$ cat src/rtl/sts1_align_pkg.sv
// Shared types for the serial frame alignment tracker.
// The state encoding doubles as a severity order: a larger code is a worse
// condition, which the quality FSM relies on when it compares states.
package sts1_align_pkg;

    typedef enum logic [1:0] {
        ST_IN  = 2'd0,
        ST_EF  = 2'd1,
        ST_SEF = 2'd2,
        ST_OOF = 2'd3
    } align_state_e;

    localparam int NUM_STATES = 4;

endpackage

$ cat src/rtl/sts1_pattern_window.sv
// Sliding window over the serial input.
// Keeps the previous PAT_W-1 bits and appends the live input bit, so a match
// is flagged in the same cycle the final pattern bit is on ser_in.
// Assumes the oldest bit is the most significant bit of PATTERN.
module sts1_pattern_window #(
    parameter int               PAT_W   = 16,
    parameter logic [PAT_W-1:0] PATTERN = 16'hF628
) (
    input  logic clk,
    input  logic rst_n,
    input  logic ser_in,
    output logic match
);

    logic [PAT_W-2:0] hist_q;
    logic [PAT_W-1:0] window;

    // Shift history: the newest bit enters at the least significant end.
    always_ff @(posedge clk) begin
        if (!rst_n) begin
            hist_q <= '0;
        end else begin
            hist_q <= window[PAT_W-2:0];
        end
    end

    // Window comparison, including the bit that is live this cycle.
    always_comb begin
        window = {hist_q, ser_in};
        match  = (window == PATTERN);
    end

    // a match requires the previous newest bit to equal pattern bit 1.
    a_r1_history_consistent: assert property (@(posedge clk) disable iff (!rst_n)
        (match && $past(rst_n)) |-> ($past(ser_in) == PATTERN[1]));

endmodule

$ cat src/rtl/sts1_position_counter.sv
// Bit and byte position counters for one frame.
// A realign request forces the position just after the framing word.
// Otherwise the counters free-run. at_check marks the cycle in which the
// last framing bit is expected on the input.
// Assumes RESUME_BYTE >= 1 and RESUME_BYTE < BYTES.
module sts1_position_counter #(
    parameter int BITS        = 8,
    parameter int BYTES       = 810,
    parameter int RESUME_BYTE = 2,
    parameter int BIT_W       = $clog2(BITS),
    parameter int BYTE_W      = $clog2(BYTES)
) (
    input  logic              clk,
    input  logic              rst_n,
    input  logic              realign,
    output logic [BIT_W-1:0]  bit_pos,
    output logic [BYTE_W-1:0] byte_pos,
    output logic              at_check
);

    localparam logic [BIT_W-1:0]  BIT_LAST   = BIT_W'(BITS - 1);
    localparam logic [BYTE_W-1:0] BYTE_LAST  = BYTE_W'(BYTES - 1);
    localparam logic [BYTE_W-1:0] BYTE_RESUM = BYTE_W'(RESUME_BYTE);
    localparam logic [BYTE_W-1:0] BYTE_CHECK = BYTE_W'(RESUME_BYTE - 1);

    logic [BIT_W-1:0]  bit_q;
    logic [BYTE_W-1:0] byte_q;

    // Advance, wrap or realign the two counters.
    always_ff @(posedge clk) begin
        if (!rst_n) begin
            bit_q  <= '0;
            byte_q <= '0;
        end else if (realign) begin
            bit_q  <= '0;
            byte_q <= BYTE_RESUM;
        end else if (bit_q == BIT_LAST) begin
            bit_q  <= '0;
            byte_q <= (byte_q == BYTE_LAST) ? '0 : byte_q + 1'b1;
        end else begin
            bit_q  <= bit_q + 1'b1;
        end
    end

    // Expose positions and flag the judging instant.
    always_comb begin
        bit_pos  = bit_q;
        byte_pos = byte_q;
        at_check = (byte_q == BYTE_CHECK) && (bit_q == BIT_LAST);
    end

    // the bit counter wraps to zero after its last value.
    a_r2_bit_wrap: assert property (@(posedge clk) disable iff (!rst_n)
        (bit_q == BIT_LAST && !realign) |=> (bit_q == '0));

    // the byte counter stays within the frame.
    a_r3_byte_bound: assert property (@(posedge clk) disable iff (!rst_n)
        byte_q <= BYTE_LAST);

    // the byte counter only moves on a bit wrap or a realign.
    a_r3_byte_hold: assert property (@(posedge clk) disable iff (!rst_n)
        (bit_q != BIT_LAST && !realign) |=> $stable(byte_q));

    // a realign lands on the position after the framing word.
    a_r4_realign_target: assert property (@(posedge clk) disable iff (!rst_n)
        realign |=> (bit_q == '0 && byte_q == BYTE_RESUM));

endmodule

$ cat src/rtl/sts1_quality_fsm.sv
// Frame quality state machine.
// Counts consecutive good and missed framing words and moves between the
// in-frame, errored, severely errored and out-of-frame states. While out of
// frame with no candidate it hunts: any match is taken as a candidate.
// Otherwise the word is judged only when at_check is high.
// Assumes 1 <= EF_LIMIT <= SEF_LIMIT <= OOF_LIMIT and LOCK_COUNT >= 1.
module sts1_quality_fsm
    import sts1_align_pkg::*;
#(
    parameter int EF_LIMIT   = 2,
    parameter int SEF_LIMIT  = 4,
    parameter int OOF_LIMIT  = 24,
    parameter int LOCK_COUNT = 2
) (
    input  logic         clk,
    input  logic         rst_n,
    input  logic         match,
    input  logic         at_check,
    output align_state_e state,
    output logic         hunting
);

    localparam int ERR_W  = $clog2(OOF_LIMIT + 1);
    localparam int GOOD_W = $clog2(LOCK_COUNT + 1);
    localparam logic [ERR_W-1:0]  ERR_OOF  = ERR_W'(OOF_LIMIT);
    localparam logic [ERR_W-1:0]  ERR_SEF  = ERR_W'(SEF_LIMIT);
    localparam logic [ERR_W-1:0]  ERR_EF   = ERR_W'(EF_LIMIT);
    localparam logic [GOOD_W-1:0] GOOD_MAX = GOOD_W'(LOCK_COUNT);
    localparam logic [GOOD_W-1:0] GOOD_ONE = GOOD_W'(1);

    align_state_e      state_q;
    align_state_e      miss_level;
    logic [ERR_W-1:0]  err_q;
    logic [ERR_W-1:0]  err_next;
    logic [GOOD_W-1:0] good_q;
    logic [GOOD_W-1:0] good_next;

    // Saturating next counts and the severity implied by one more miss.
    always_comb begin
        err_next  = (err_q == ERR_OOF) ? err_q : err_q + 1'b1;
        good_next = (good_q == GOOD_MAX) ? good_q : good_q + 1'b1;
        if (err_next >= ERR_OOF) begin
            miss_level = ST_OOF;
        end else if (err_next >= ERR_SEF) begin
            miss_level = ST_SEF;
        end else if (err_next >= ERR_EF) begin
            miss_level = ST_EF;
        end else begin
            miss_level = ST_IN;
        end
        hunting = (state_q == ST_OOF) && (good_q == '0);
        state   = state_q;
    end

    // State and run-length counters, updated on hunt hits and judged words.
    always_ff @(posedge clk) begin
        if (!rst_n) begin
            state_q <= ST_OOF;
            err_q   <= '0;
            good_q  <= '0;
        end else if (hunting) begin
            if (match) begin
                err_q  <= '0;
                good_q <= GOOD_ONE;
                if (GOOD_ONE >= GOOD_MAX) begin
                    state_q <= ST_IN;
                end
            end
        end else if (at_check) begin
            if (match) begin
                err_q  <= '0;
                good_q <= good_next;
                if (good_next >= GOOD_MAX) begin
                    state_q <= ST_IN;
                end
            end else begin
                err_q  <= err_next;
                good_q <= '0;
                if (state_q != ST_OOF && miss_level > state_q) begin
                    state_q <= miss_level;
                end
            end
        end
    end

    // the miss count never passes its ceiling.
    a_r8_err_saturates: assert property (@(posedge clk) disable iff (!rst_n)
        err_q <= ERR_OOF);

    // in-frame is only entered on a matching framing word.
    a_r7_lock_on_match: assert property (@(posedge clk) disable iff (!rst_n)
        (state_q == ST_IN && $past(state_q) != ST_IN) |-> $past(match));

    // a worse state is only reached through a judged miss.
    a_r8_worse_on_miss: assert property (@(posedge clk) disable iff (!rst_n)
        (state_q > $past(state_q)) |-> $past(at_check && !match && !hunting));

    // a miss against a pending candidate resumes the hunt.
    a_r9_miss_rehunts: assert property (@(posedge clk) disable iff (!rst_n)
        (!hunting && state_q == ST_OOF && at_check && !match) |=> hunting);

    // a hit while hunting ends the hunt.
    a_r4_hunt_hit: assert property (@(posedge clk) disable iff (!rst_n)
        (hunting && match) |=> !hunting);

endmodule

$ cat src/rtl/sts1_frame_align.sv
// Top level of the serial frame alignment tracker.
// Joins the pattern window, the position counters and the quality FSM,
// and decodes the state into one flag per state.
// Assumes a continuous serial stream, one bit per clk, MSB of each byte first.
module sts1_frame_align
    import sts1_align_pkg::*;
#(
    parameter int                       BITS_PER_BYTE = 8,
    parameter int                       FRAME_BYTES   = 810,
    parameter logic [BITS_PER_BYTE-1:0] SYNC_HI       = 8'hF6,
    parameter logic [BITS_PER_BYTE-1:0] SYNC_LO       = 8'h28,
    parameter int                       EF_LIMIT      = 2,
    parameter int                       SEF_LIMIT     = 4,
    parameter int                       OOF_LIMIT     = 24,
    parameter int                       LOCK_COUNT    = 2,
    parameter int                       BIT_W         = $clog2(BITS_PER_BYTE),
    parameter int                       BYTE_W        = $clog2(FRAME_BYTES)
) (
    input  logic              clk,
    input  logic              rst_n,
    input  logic              ser_in,
    output logic              in_frame,
    output logic              err_frame,
    output logic              sev_err_frame,
    output logic              out_of_frame,
    output logic [1:0]        frame_state,
    output logic [BIT_W-1:0]  bit_pos,
    output logic [BYTE_W-1:0] byte_pos
);

    localparam int PAT_W = 2 * BITS_PER_BYTE;
    localparam logic [PAT_W-1:0] SYNC_WORD = {SYNC_HI, SYNC_LO};

    logic                  match;
    logic                  at_check;
    logic                  hunting;
    logic                  realign;
    align_state_e          state;
    logic [NUM_STATES-1:0] flag_vec;

    sts1_pattern_window #(
        .PAT_W   (PAT_W),
        .PATTERN (SYNC_WORD)
    ) u_window (
        .clk    (clk),
        .rst_n  (rst_n),
        .ser_in (ser_in),
        .match  (match)
    );

    sts1_position_counter #(
        .BITS        (BITS_PER_BYTE),
        .BYTES       (FRAME_BYTES),
        .RESUME_BYTE (2),
        .BIT_W       (BIT_W),
        .BYTE_W      (BYTE_W)
    ) u_position (
        .clk      (clk),
        .rst_n    (rst_n),
        .realign  (realign),
        .bit_pos  (bit_pos),
        .byte_pos (byte_pos),
        .at_check (at_check)
    );

    sts1_quality_fsm #(
        .EF_LIMIT   (EF_LIMIT),
        .SEF_LIMIT  (SEF_LIMIT),
        .OOF_LIMIT  (OOF_LIMIT),
        .LOCK_COUNT (LOCK_COUNT)
    ) u_quality (
        .clk      (clk),
        .rst_n    (rst_n),
        .match    (match),
        .at_check (at_check),
        .state    (state),
        .hunting  (hunting)
    );

    // Counters are only pulled into line by a hit found while hunting.
    assign realign = hunting && match;

    // One flag per state code.
    for (genvar s = 0; s < NUM_STATES; s++) begin : g_flag
        assign flag_vec[s] = (state == align_state_e'(s));
    end

    assign in_frame      = flag_vec[ST_IN];
    assign err_frame     = flag_vec[ST_EF];
    assign sev_err_frame = flag_vec[ST_SEF];
    assign out_of_frame  = flag_vec[ST_OOF];
    assign frame_state   = state;

    // the four status flags are mutually exclusive and never all low.
    a_r10_single_flag: assert property (@(posedge clk) disable iff (!rst_n)
        $onehot({out_of_frame, sev_err_frame, err_frame, in_frame}));

    // when aligned, the positions change only by a plain count step.
    a_r5_no_jump_when_aligned: assert property (@(posedge clk) disable iff (!rst_n)
        (!hunting && bit_pos != BIT_W'(BITS_PER_BYTE - 1)) |=> (bit_pos == $past(bit_pos) + 1'b1));

endmodule

$ cat config.mk
export PLATFORM = sky130hd
export DESIGN_NAME = sts1_frame_align
export DESIGN_NICKNAME = d
export VERILOG_FILES = /design/src/rtl/sts1_align_pkg.sv /design/src/rtl/sts1_pattern_window.sv /design/src/rtl/sts1_position_counter.sv /design/src/rtl/sts1_quality_fsm.sv /design/src/rtl/sts1_frame_align.sv
export SDC_FILE = /design/constraint.sdc
export NUM_CORES = 1
export LEC_CHECK = 0
export BUFFER_PORTS_ARGS = -buffer_cell sky130_fd_sc_hd__buf_2
export CORE_ASPECT_RATIO = 1.4
export CORE_UTILIZATION = 45
export DETAILED_ROUTE_END_ITERATION = 10
export GPL_TIMING_DRIVEN = 0
export PLACE_DENSITY = 0.75
export SETUP_SLACK_MARGIN = 0.4
export SKIP_LAST_GASP = 1
export SLEW_MARGIN = 0
export SYNTH_ARGS = -nofsm -noshare
export SYNTH_HDL_FRONTEND = slang
export SYNTH_SLANG_ARGS = --single-unit
$ cat constraint.sdc
create_clock -name clk -period 4.8 [get_ports clk]
set_input_delay 0.96 -clock clk [delete_from_list [all_inputs] [get_ports clk]]
set_output_delay 0.96 -clock clk [all_outputs]
set_load 0.01 [all_outputs]
==> results of run 1 <==
==> routing by layer <==
metal / global-route usage / up-vias
met3: 0.0424 / 6
met1: 0.199 / 661
met4: 0.0800 / 0
met2: 0.281 / 27
met5: 0 / -
li1: - / 721
==> synthesized netlist by cell type (2+ instances only) <==
cell type,number,area (µm²)
nor3b_1,2,15.0
ha_1,10,125
dfxtp_1,37,741
or2_1,2,12.5
clkbuf_1,4,15.0
nand4_1,5,31.3
nor2_1,17,63.8
a21o_1,4,30.0
and3_1,4,25.0
nand3_1,8,40.0
or2_2,2,12.5
o21ai_0,6,30.0
and2_1,18,113
xor2_1,4,35.0
a31oi_1,2,12.5
xnor2_1,5,43.8
a21oi_1,8,40.0
nand2_1,13,48.8
inv_1,11,41.3
buf_6,2,22.5
==> power groups by stage <==
stage	Combinational (mW)	Clock (mW)	Sequential (mW)
after floorplan	0.0113	0	0.321
after global placement	0.0176	0	0.320
after detailed placement	0.0184	0	0.320
after CTS	0.0184	0.279	0.313
after global routing	0.0205	0.292	0.313
final	0.0181	0.272	0.313
==> critical path: cells and delay by family (launching register included) <==
kind                     cells  cell delay [ps]
AND/OR/NAND/NOR              1               60
AO/OA/AOI/OAI                6             1290
adder cells (fa/ha/maj)      2              670
flip-flops                   1              430
buffers and inverters        1               90
==> sequential cells by signal, summed over array words and instances (netlist names) <==
register	flops
u_quality.good_q	2
u_position.bit_pos	3
u_position.byte_pos	10
u_quality.state	2
u_window.hist_q	15
u_quality.err_q	5
==> path summary, 6_finish.rpt <==
path                              to  slack [ps]  depth (start not counted)
setup / recovery  u_quality.state[0]        2140                         10
hold / removal    u_window.hist_q[7]         450                          1
setup reg to reg  u_quality.state[0]        2140                         10
hold reg to reg   u_window.hist_q[7]         450                          1
==> logic make-up (layout without fill, tap and decap cells) <==
group                    Yosys count  in the layout  synth area share
AO/OA/AOI/OAI                     32             32             0.134
XOR/XNOR                           9              9            0.0441
adder cells (fa/ha/maj)           10             10            0.0700
buffers and inverters             18             46            0.0483
flip-flops                        37             37             0.415
multiplexers                       1              1           0.00560
AND/OR/NAND/NOR                   85             85             0.283
==> final cells by class <==
type / instances / area, µm²
buffer: 7 / 45.0
clock buffer: 5 / 68.8
clock inverter: 3 / 46.3
fill: 355 / 1650
inverter: 11 / 41.3
multi-input combinational: 137 / 960
sequential: 37 / 741
tap: 42 / 52.6
timing repair buffer: 20 / 100
==> placed cells by master (no fill, tap or decap), types with 2 or more instances in the layout <==
| master | count |
|---|---|
| a21o_1 | 4 |
| a21oi_1 | 8 |
| a31oi_1 | 2 |
| and2_1 | 18 |
| and3_1 | 4 |
| buf_2 | 20 |
| buf_6 | 2 |
| clkbuf_1 | 4 |
| clkbuf_8 | 5 |
| dfxtp_1 | 37 |
| ha_1 | 10 |
| inv_1 | 11 |
| nand2_1 | 13 |
| nand3_1 | 8 |
| nand4_1 | 5 |
| nor2_1 | 17 |
| nor3b_1 | 2 |
| o21ai_0 | 6 |
| or2_1 | 2 |
| or2_2 | 2 |
| xnor2_1 | 5 |
| xor2_1 | 4 |
==> through the flow <==
stage | power (mW) | hold WS, ps
floorplan | 0.332 | 421
global placement | 0.337 | 432
detailed placement | 0.338 | 430
CTS | 0.610 | 451
global route | 0.626 | 480
finish | 0.602 | 449
==> flow_metrics.py, run 1 <==
metrics = {
    "run_status": {
        "run_status": "completed",
    },
    "cts": {
        "clkTransAtPathRegs_ps": 80,
        "cts-buffers-inserted": 5,
        "postCtsSetupRepairBufs": 0,
        "cts_tree": "built",
        "clock_path_buffers": 2,
        "clock_latency_ps": 290,
        "post_cts_resized": 0,
        "htree_levels": 2,
        "postCtsHoldBufs": 0,
        "cts.sinks": 37,
        "cts-root-buf": "clkbuf_8",
    },
    "pwr": {
        "leakagePower_nw": 0.874,
        "p_int_mw": 0.474,
        "peakVddDrop_uv": 352,
        "p_sw_frac": 0.214,
        "power.switching_mw": 0.129,
        "seq_power_share": 0.519,
        "pwr_density_cell_nw_per_um2": 293,
        "combPwrFrac": 0.030,
        "clkPwrFrac": 0.451,
    },
    "finish": {
        "finalNonFillerCells": 262,
        "areaGrowthSynthToFinish_pct": 15.0,
        "layout-drive-gt1-share": 0.200,
        "finalNetCount": 232,
        "n_antenna_cell": 0,
        "design_area_um2": 2050,
        "utilization": 0.554,
    },
    "worst_setup_path": {
        "critPathMaxStageDelay_ps": 430,
        "cp_cell_sequence": "inv_1 -> ha_1 -> o311ai_0 -> o21ai_0 -> o21ai_0 -> ha_1 -> nand2_1 -> o2111a_1 -> o21a_1 -> o221ai_2",
        "reg2reg_from": "u_quality.err_q[0]",
        "critPathLaunch": "u_quality.err_q[0]",
        "path_max_fanout": 6,
        "crit_path_start_kind": "flip-flop",
        "cp.arrival_ps": 2830,
        "cpMaxStageDelayCell": "dfxtp_1",
        "worstSetupPathType": "reg2reg",
        "end_kind": "flip-flop",
        "crit_required_ps": 4970,
    },
    "synth": {
        "ys_warn_count": 0,
        "synthFlopType": "dfxtp_1",
        "synthArstFlopShare": 0,
        "synth_edf_count": 0,
        "syn_inst": 192,
        "syn_avg_cell_area_um2": 9.31,
        "yosysSeqAreaShare": 0.415,
        "synth_seq_cells": 37,
        "synth_nets": 205,
        "syn_area_um2": 1790,
        "yosysUniqueCellTypes": 48,
    },
    "routing": {
        "vias": 1415,
        "met2_length_mm": 1.69,
        "dr_wl_met3_um": 126,
        "first_pass_iters": 4,
        "wl_met1_mm": 1.51,
        "drtIter0Drc": 22,
        "drc": 0,
        "top_layer": "met4",
        "via_per_inst": 5.40,
        "wl_per_cell_um": 13.0,
        "antenna_left": 0,
        "wl_mm": 3.39,
    },
    "timing": {
        "fin_crit_ps": 2660,
        "max_slew_margin": 0.684,
        "hold_viol_final": 0,
        "setup_tns_ps": 0,
        "worstMarginPinSlew_ps": 475,
        "setup_viol": 0,
        "slew_violations": 0,
        "finClkSkew_ps": 12.2,
        "min_period_over_period": 0.555,
        "rsz0062_at_grt": "no",
        "final.setup.worst_slack_ps": 2140,
        "max_clock_freq_mhz": 375,
    },
    "die": {
        "die_area_um2": 4230,
        "fp.dieW_um": 55.3,
        "io_pins": 22,
        "rows": 26,
        "core_area_um2": 3710,
        "start_util": 0.482,
        "dieHeight_um": 76.6,
    },
    "grt": {
        "gr-total-overflow": 0,
        "antenna_found_initial": 0,
        "grt_pass1_wl_mm": 5.69,
        "grt_use_total": 0.168,
        "grt_max_degree": 14,
        "grt_pass1_vias": 1260,
    },
    "min_path": {
        "hold_start": "u_window.hist_q[6]",
        "hp-class": "reg2reg",
    },
    "placement": {
        "port_buffers": 20,
        "placed_area_um2": 1940,
        "dp.cells": 254,
        "gp_congestion": 0.776,
        "place_ws_ps": 2130,
        "dpl.hpwl_mm": 2.46,
    },
    "flow_run": {
        "maxCapViolations": 0,
    },
}
No activity file was read; power rests on OpenSTA's default activity.
==> run 2, diff against run 1 <==
- clock period: 4.8 -> 2.6 ns (I/O delays scaled with it)
==> run 2 against run 1 <==
  * Sequential share of layout area fell by 1.8 points
  * Clock skew fell by 1.6 ps
  * Critical path depth decreased by 1
  * Flip-flop and latch count did not move
  * Cell area is 6.3% higher
  * Fmax up 21%
  * Sequential power grew 84%
  * First-iteration DRC count up 32%
  * Utilization grew 3.5 points
  * Wire length rose by 2.3%
  * Via count down 1.1%
  * Highest routed layer unchanged
==> flow_metrics.py, run 2 (same netlist as run 1, synthesis figures left out) <==
metrics = {
    "timing": {
        "slew_violations": 0,
        "finClkSkew_ps": 10.5,
        "rsz0062_at_grt": "yes",
        "max_slew_margin": 0.688,
        "worstMarginPinSlew_ps": 468,
        "hold_viol_final": 0,
        "setup_viol": 0,
        "fin_crit_ps": 2210,
        "max_clock_freq_mhz": 453,
        "min_period_over_period": 0.850,
        "setup_tns_ps": 0,
    },
    "routing": {
        "top_layer": "met4",
        "via_per_inst": 5.24,
        "wl_met1_mm": 1.54,
        "met2_length_mm": 1.80,
        "vias": 1399,
        "drc": 0,
        "dr_wl_met3_um": 85,
        "first_pass_iters": 4,
        "wl_per_cell_um": 13.0,
        "antenna_left": 0,
        "wl_mm": 3.47,
        "drtIter0Drc": 29,
    },
    "finish": {
        "largest_reg_flops": 15,
        "finalNonFillerCells": 267,
        "finalNetCount": 237,
        "ff_latch_area_um2": 748,
        "layout-drive-gt1-share": 0.267,
        "areaGrowthSynthToFinish_pct": 22.3,
        "largest_register": "u_window.hist_q",
        "fill_cells": 362,
        "mostFrequentLayoutCells": "dfxtp_1, buf_2, nor2_1, and2_1, nand2_1",
        "multi_input_area_um2": 1020,
        "final_common_cell": "dfxtp_1",
        "n_antenna_cell": 0,
    },
    "worst_setup_path": {
        "worstSetupPathType": "reg2reg",
        "end_kind": "flip-flop",
        "rrSetupSlack_ps": 390,
        "critPathMaxStageDelay_ps": 400,
        "cp.arrival_ps": 2440,
        "reg2reg_from": "u_quality.err_q[0]",
        "crit_required_ps": 2830,
        "critPathTopFamily": "compound AO/OA/AOI/OAI gates",
        "path_max_fanout": 6,
        "cp_cell_sequence": "ha_4 -> and2_4 -> a21oi_2 -> o32a_1 -> ha_1 -> nor2b_4 -> o2111a_1 -> o21a_1 -> o221ai_2",
        "cp_num_buf_inv": 0,
        "crit_path_start_kind": "flip-flop",
        "cpMaxStageDelayCell": "dfxtp_4",
        "rr_endpoint": "u_quality.state[0]",
        "crit_cells": 9,
        "reg2reg_depth": 9,
    },
    "cts": {
        "cts_tree": "built",
        "htree_levels": 2,
        "postCtsHoldBufs": 0,
        "clock_path_buffers": 2,
        "cts-root-buf": "clkbuf_8",
        "cts-buffers-inserted": 5,
        "clock_latency_ps": 300,
        "clkTransAtPathRegs_ps": 80,
        "cts.sinks": 37,
    },
    "grt": {
        "grt_use_total": 0.166,
        "antenna_found_initial": 0,
        "grt_pass1_vias": 1275,
        "grt_max_degree": 14,
        "gr-total-overflow": 0,
        "grt_pass1_wl_mm": 5.65,
    },
    "pwr": {
        "power.switching_mw": 0.238,
        "leakagePower_nw": 0.917,
        "peakVddDrop_uv": 518,
        "pwr_density_cell_nw_per_um2": 554,
        "p_int_mw": 0.972,
        "p_sw_frac": 0.197,
        "seq_power_share": 0.475,
        "combPwrFrac": 0.028,
        "clkPwrFrac": 0.497,
    },
    "die": {
        "io_pins": 22,
        "rows": 26,
        "die_area_um2": 4230,
        "dieHeight_um": 76.6,
        "core_area_um2": 3710,
        "start_util": 0.482,
        "fp.dieW_um": 55.3,
    },
    "placement": {
        "dp.cells": 254,
        "gp_congestion": 0.833,
        "dpl.hpwl_mm": 2.39,
        "port_buffers": 20,
    },
    "min_path": {
        "min_to": "u_position.bit_pos[0]",
        "hold_start": "u_position.bit_pos[0]",
        "holdPathStages": 1,
        "hp-class": "reg2reg",
    },
    "flow_run": {
        "maxCapViolations": 0,
    },
    "run_status": {
        "run_status": "completed",
    },
}
## run 2: what timing repair did
item,4_1_cts,5_1_grt
setup buffers,1,4
endpoints found under the setup margin,2,2
resized for setup,8,8
endpoints found under the hold margin,0,0
pin swaps,1,4
## run 2: stage by stage
stage               hold WS [ps]  power (mW)  utilization  worst slack, ps  instance area, µm²
CTS                          455        1.22        0.573              394                2120
detailed placement           435       0.623        0.524              149                1940
global route                 476        1.25        0.589              275                2180
finish                       447        1.21        0.589              391                2180
floorplan                    421       0.613            -              401                1790
global placement             432       0.623        0.524              167                1940
## run 2: layout make-up
class,instances,share of cell area
Tap cell,42,0.0241
Multi-Input combinational cell,137,0.468
Inverter,11,0.0189
Sequential cell,37,0.342
Timing Repair Buffer,25,0.0630
Clock buffer,5,0.0315
Clock inverter,3,0.0315
Buffer,7,0.0206
## run 2: how the worst max path moves through the flow
stage	start	slack (ps)	endpoint
after floorplan	u_quality.err_q[1]	400	u_quality.state[0]
after global placement	u_quality.err_q[1]	170	u_quality.state[0]
final	u_quality.err_q[0]	390	u_quality.state[0]
after CTS	u_quality.err_q[0]	390	u_quality.state[0]
after detailed placement	u_quality.err_q[1]	150	u_quality.state[0]
after global routing	u_quality.err_q[0]	280	u_quality.state[0]
## run 2: layer usage
| metal | GRT usage | vias up |
|---|---|---|
| li1 | - | 726 |
| met1 | 0.197 | 648 |
| met2 | 0.284 | 20 |
| met3 | 0.0407 | 5 |
| met4 | 0.0600 | 0 |
| met5 | 0 | - |
## run 2: power by group through the flow
stage          logic, mW  clock network, mW  registers [mW]
2_1_floorplan     0.0208                  0           0.592
3_3_place_gp      0.0326                  0           0.590
3_5_place_dp      0.0327                  0           0.590
4_1_cts           0.0338              0.616           0.575
5_1_grt           0.0367              0.636           0.576
6_report          0.0333              0.601           0.575
## run 2: worst register-to-register path, cell delays in order (launching register included)
cell      delay (ps)
dfxtp_4          400
ha_4             170
and2_4           170
a21oi_2           50
o32a_1           320
ha_1             310
nor2b_4          140
o2111a_1         250
o21a_1           200
o221ai_2         150
==> run 3, diff against run 2 <==
- clock period: 2.6 -> 2.3 ns (I/O delays scaled with it)
==> run 3 against run 2 <==
  * Sequential share of layout area grew 1.2 points
  * Non-clock buffer count shrank 1
  * Clock skew shrank 0.89 ps
  * Largest cell class unchanged
  * Largest power group is now sequential cells
  * Fmax grew 2.0%
  * Critical path type unchanged
==> flow_metrics.py, run 3 (same netlist as run 1, synthesis figures left out) <==
metrics = {
    "run_status": {
        "run_status": "completed",
    },
    "worst_setup_path": {
        "reg2reg_depth": 9,
        "crit_cells": 9,
        "critPathMaxStageDelay_ps": 390,
        "cpMaxStageDelayCell": "dfxtp_4",
        "crit_required_ps": 2520,
        "cp.arrival_ps": 2380,
        "critPathTopFamily": "compound AO/OA/AOI/OAI gates",
        "worstSetupPathType": "reg2reg",
        "cp_cell_sequence": "ha_4 -> and2_4 -> a21oi_2 -> o32a_1 -> ha_1 -> nor2b_1 -> o2111a_1 -> o21a_1 -> o221ai_2",
        "crit_path_start_kind": "flip-flop",
        "path_max_fanout": 6,
        "end_kind": "flip-flop",
        "cp_num_buf_inv": 0,
    },
    "timing": {
        "hold_slack_ps": 422,
        "min_period_over_period": 0.942,
        "setup_viol": 0,
        "max_clock_freq_mhz": 462,
        "slew_violations": 0,
        "hold_viol_final": 0,
        "max_slew_margin": 0.708,
        "finClkSkew_ps": 9.64,
        "worstMarginPinSlew_ps": 439,
        "rsz0062_at_grt": "yes",
        "setup_tns_ps": 0,
        "fin_crit_ps": 2170,
    },
    "finish": {
        "layout-drive-gt1-share": 0.259,
        "finalNetCount": 236,
        "fill_cells": 345,
        "largest_register": "u_window.hist_q",
        "ff_latch_area_um2": 748,
        "design_area_um2": 2110,
        "areaGrowthSynthToFinish_pct": 18.1,
        "final_common_cell": "dfxtp_1",
        "n_antenna_cell": 0,
        "mostFrequentLayoutCells": "dfxtp_1, buf_2, nor2_1, and2_1, nand2_1",
        "largest_reg_flops": 15,
        "multi_input_area_um2": 995,
        "finalNonFillerCells": 266,
    },
    "die": {
        "die_area_um2": 4230,
        "fp.dieW_um": 55.3,
        "io_pins": 22,
        "start_util": 0.482,
        "dieHeight_um": 76.6,
        "core_area_um2": 3710,
        "rows": 26,
    },
    "pwr": {
        "combPwrFrac": 0.032,
        "p_int_mw": 0.904,
        "seq_power_share": 0.561,
        "p_sw_frac": 0.220,
        "clkPwrFrac": 0.407,
        "leakagePower_nw": 0.898,
        "power.switching_mw": 0.254,
        "peakVddDrop_uv": 570,
        "pwr_density_cell_nw_per_um2": 549,
    },
    "min_path": {
        "holdPathStages": 2,
        "hp-class": "in2reg",
    },
    "placement": {
        "gp_congestion": 0.764,
        "dp.cells": 254,
        "placed_area_um2": 1980,
        "dpl.hpwl_mm": 2.51,
        "port_buffers": 20,
    },
    "routing": {
        "wl_per_cell_um": 12.9,
        "vias": 1433,
        "drtIter0Drc": 41,
        "via_per_inst": 5.39,
        "first_pass_iters": 4,
        "wl_mm": 3.43,
        "drc": 0,
        "antenna_left": 0,
    },
    "grt": {
        "gr-total-overflow": 0,
        "grt_pass1_vias": 1351,
        "grt_pass1_wl_mm": 6.04,
        "antenna_found_initial": 0,
        "grt_use_total": 0.177,
        "grt_max_degree": 13,
    },
    "cts": {
        "cts_tree": "built",
        "cts-root-buf": "clkbuf_8",
        "cts.sinks": 37,
        "htree_levels": 2,
        "clock_latency_ps": 290,
        "clock_path_buffers": 2,
        "clkTransAtPathRegs_ps": 80,
        "postCtsHoldBufs": 0,
        "cts-buffers-inserted": 5,
    },
    "flow_run": {
        "maxCapViolations": 0,
    },
}
==> run 3: path summary, 6_finish.rpt <==
kind / end / slack [ps] / start
max: u_quality.state[0] / 130 / u_quality.err_q[0]
min reg2reg: u_position.bit_pos[0] / 450 / u_position.bit_pos[0]
max reg2reg: u_quality.state[0] / 130 / u_quality.err_q[0]
min: u_window.hist_q[0] / 420 / ser_in
==> run 3: stage by stage <==
step | total power, mW | util | setup slack, ps
floorplan | 0.690 | - | 247
global placement | 0.702 | 0.533 | 95.0
detailed placement | 0.703 | 0.533 | 25.6
CTS | 1.17 | 0.568 | 137
global route | 1.21 | 0.569 | 25.4
finish | 1.16 | 0.569 | 134
==> run 3: repair_timing <==
item | in CTS | in global routing
pin swaps | 1 | 0
gates resized for setup | 2 | 2
cloned | 0 | 0
buffers inserted | 4 | 0
endpoints found under the setup margin | 2 | 11
==> run 3: cell type report <==
| cell class | instances | share of cell area |
|---|---|---|
| multi-input combinational | 137 | 0.472 |
| sequential | 37 | 0.355 |
| timing repair buffer | 24 | 0.0617 |
| clock buffer | 6 | 0.0391 |
| tap | 42 | 0.0249 |
| buffer | 7 | 0.0219 |
| inverter | 11 | 0.0196 |
| clock inverter | 2 | 0.00652 |
==> run 3: layer usage <==
layer / wire length (µm) / up-vias / track usage / part of all wire
li1: - / 731 / - / -
met1: 1460 / 678 / 0.195 / 0.43
met2: 1820 / 20 / 0.320 / 0.53
met3: 102 / 4 / 0.0441 / 0.030
met4: 48 / 0 / 0.0675 / 0.014
met5: 0 / - / 0 / 0
==> run 3: power by group through the flow <==
stage,Combinational (mW),Sequential [mW],Clock [mW]
floorplan,0.0235,0.667,0
global placement,0.0372,0.665,0
detailed placement,0.0380,0.665,0
CTS,0.0380,0.650,0.484
global route,0.0426,0.651,0.513
finish,0.0372,0.650,0.471
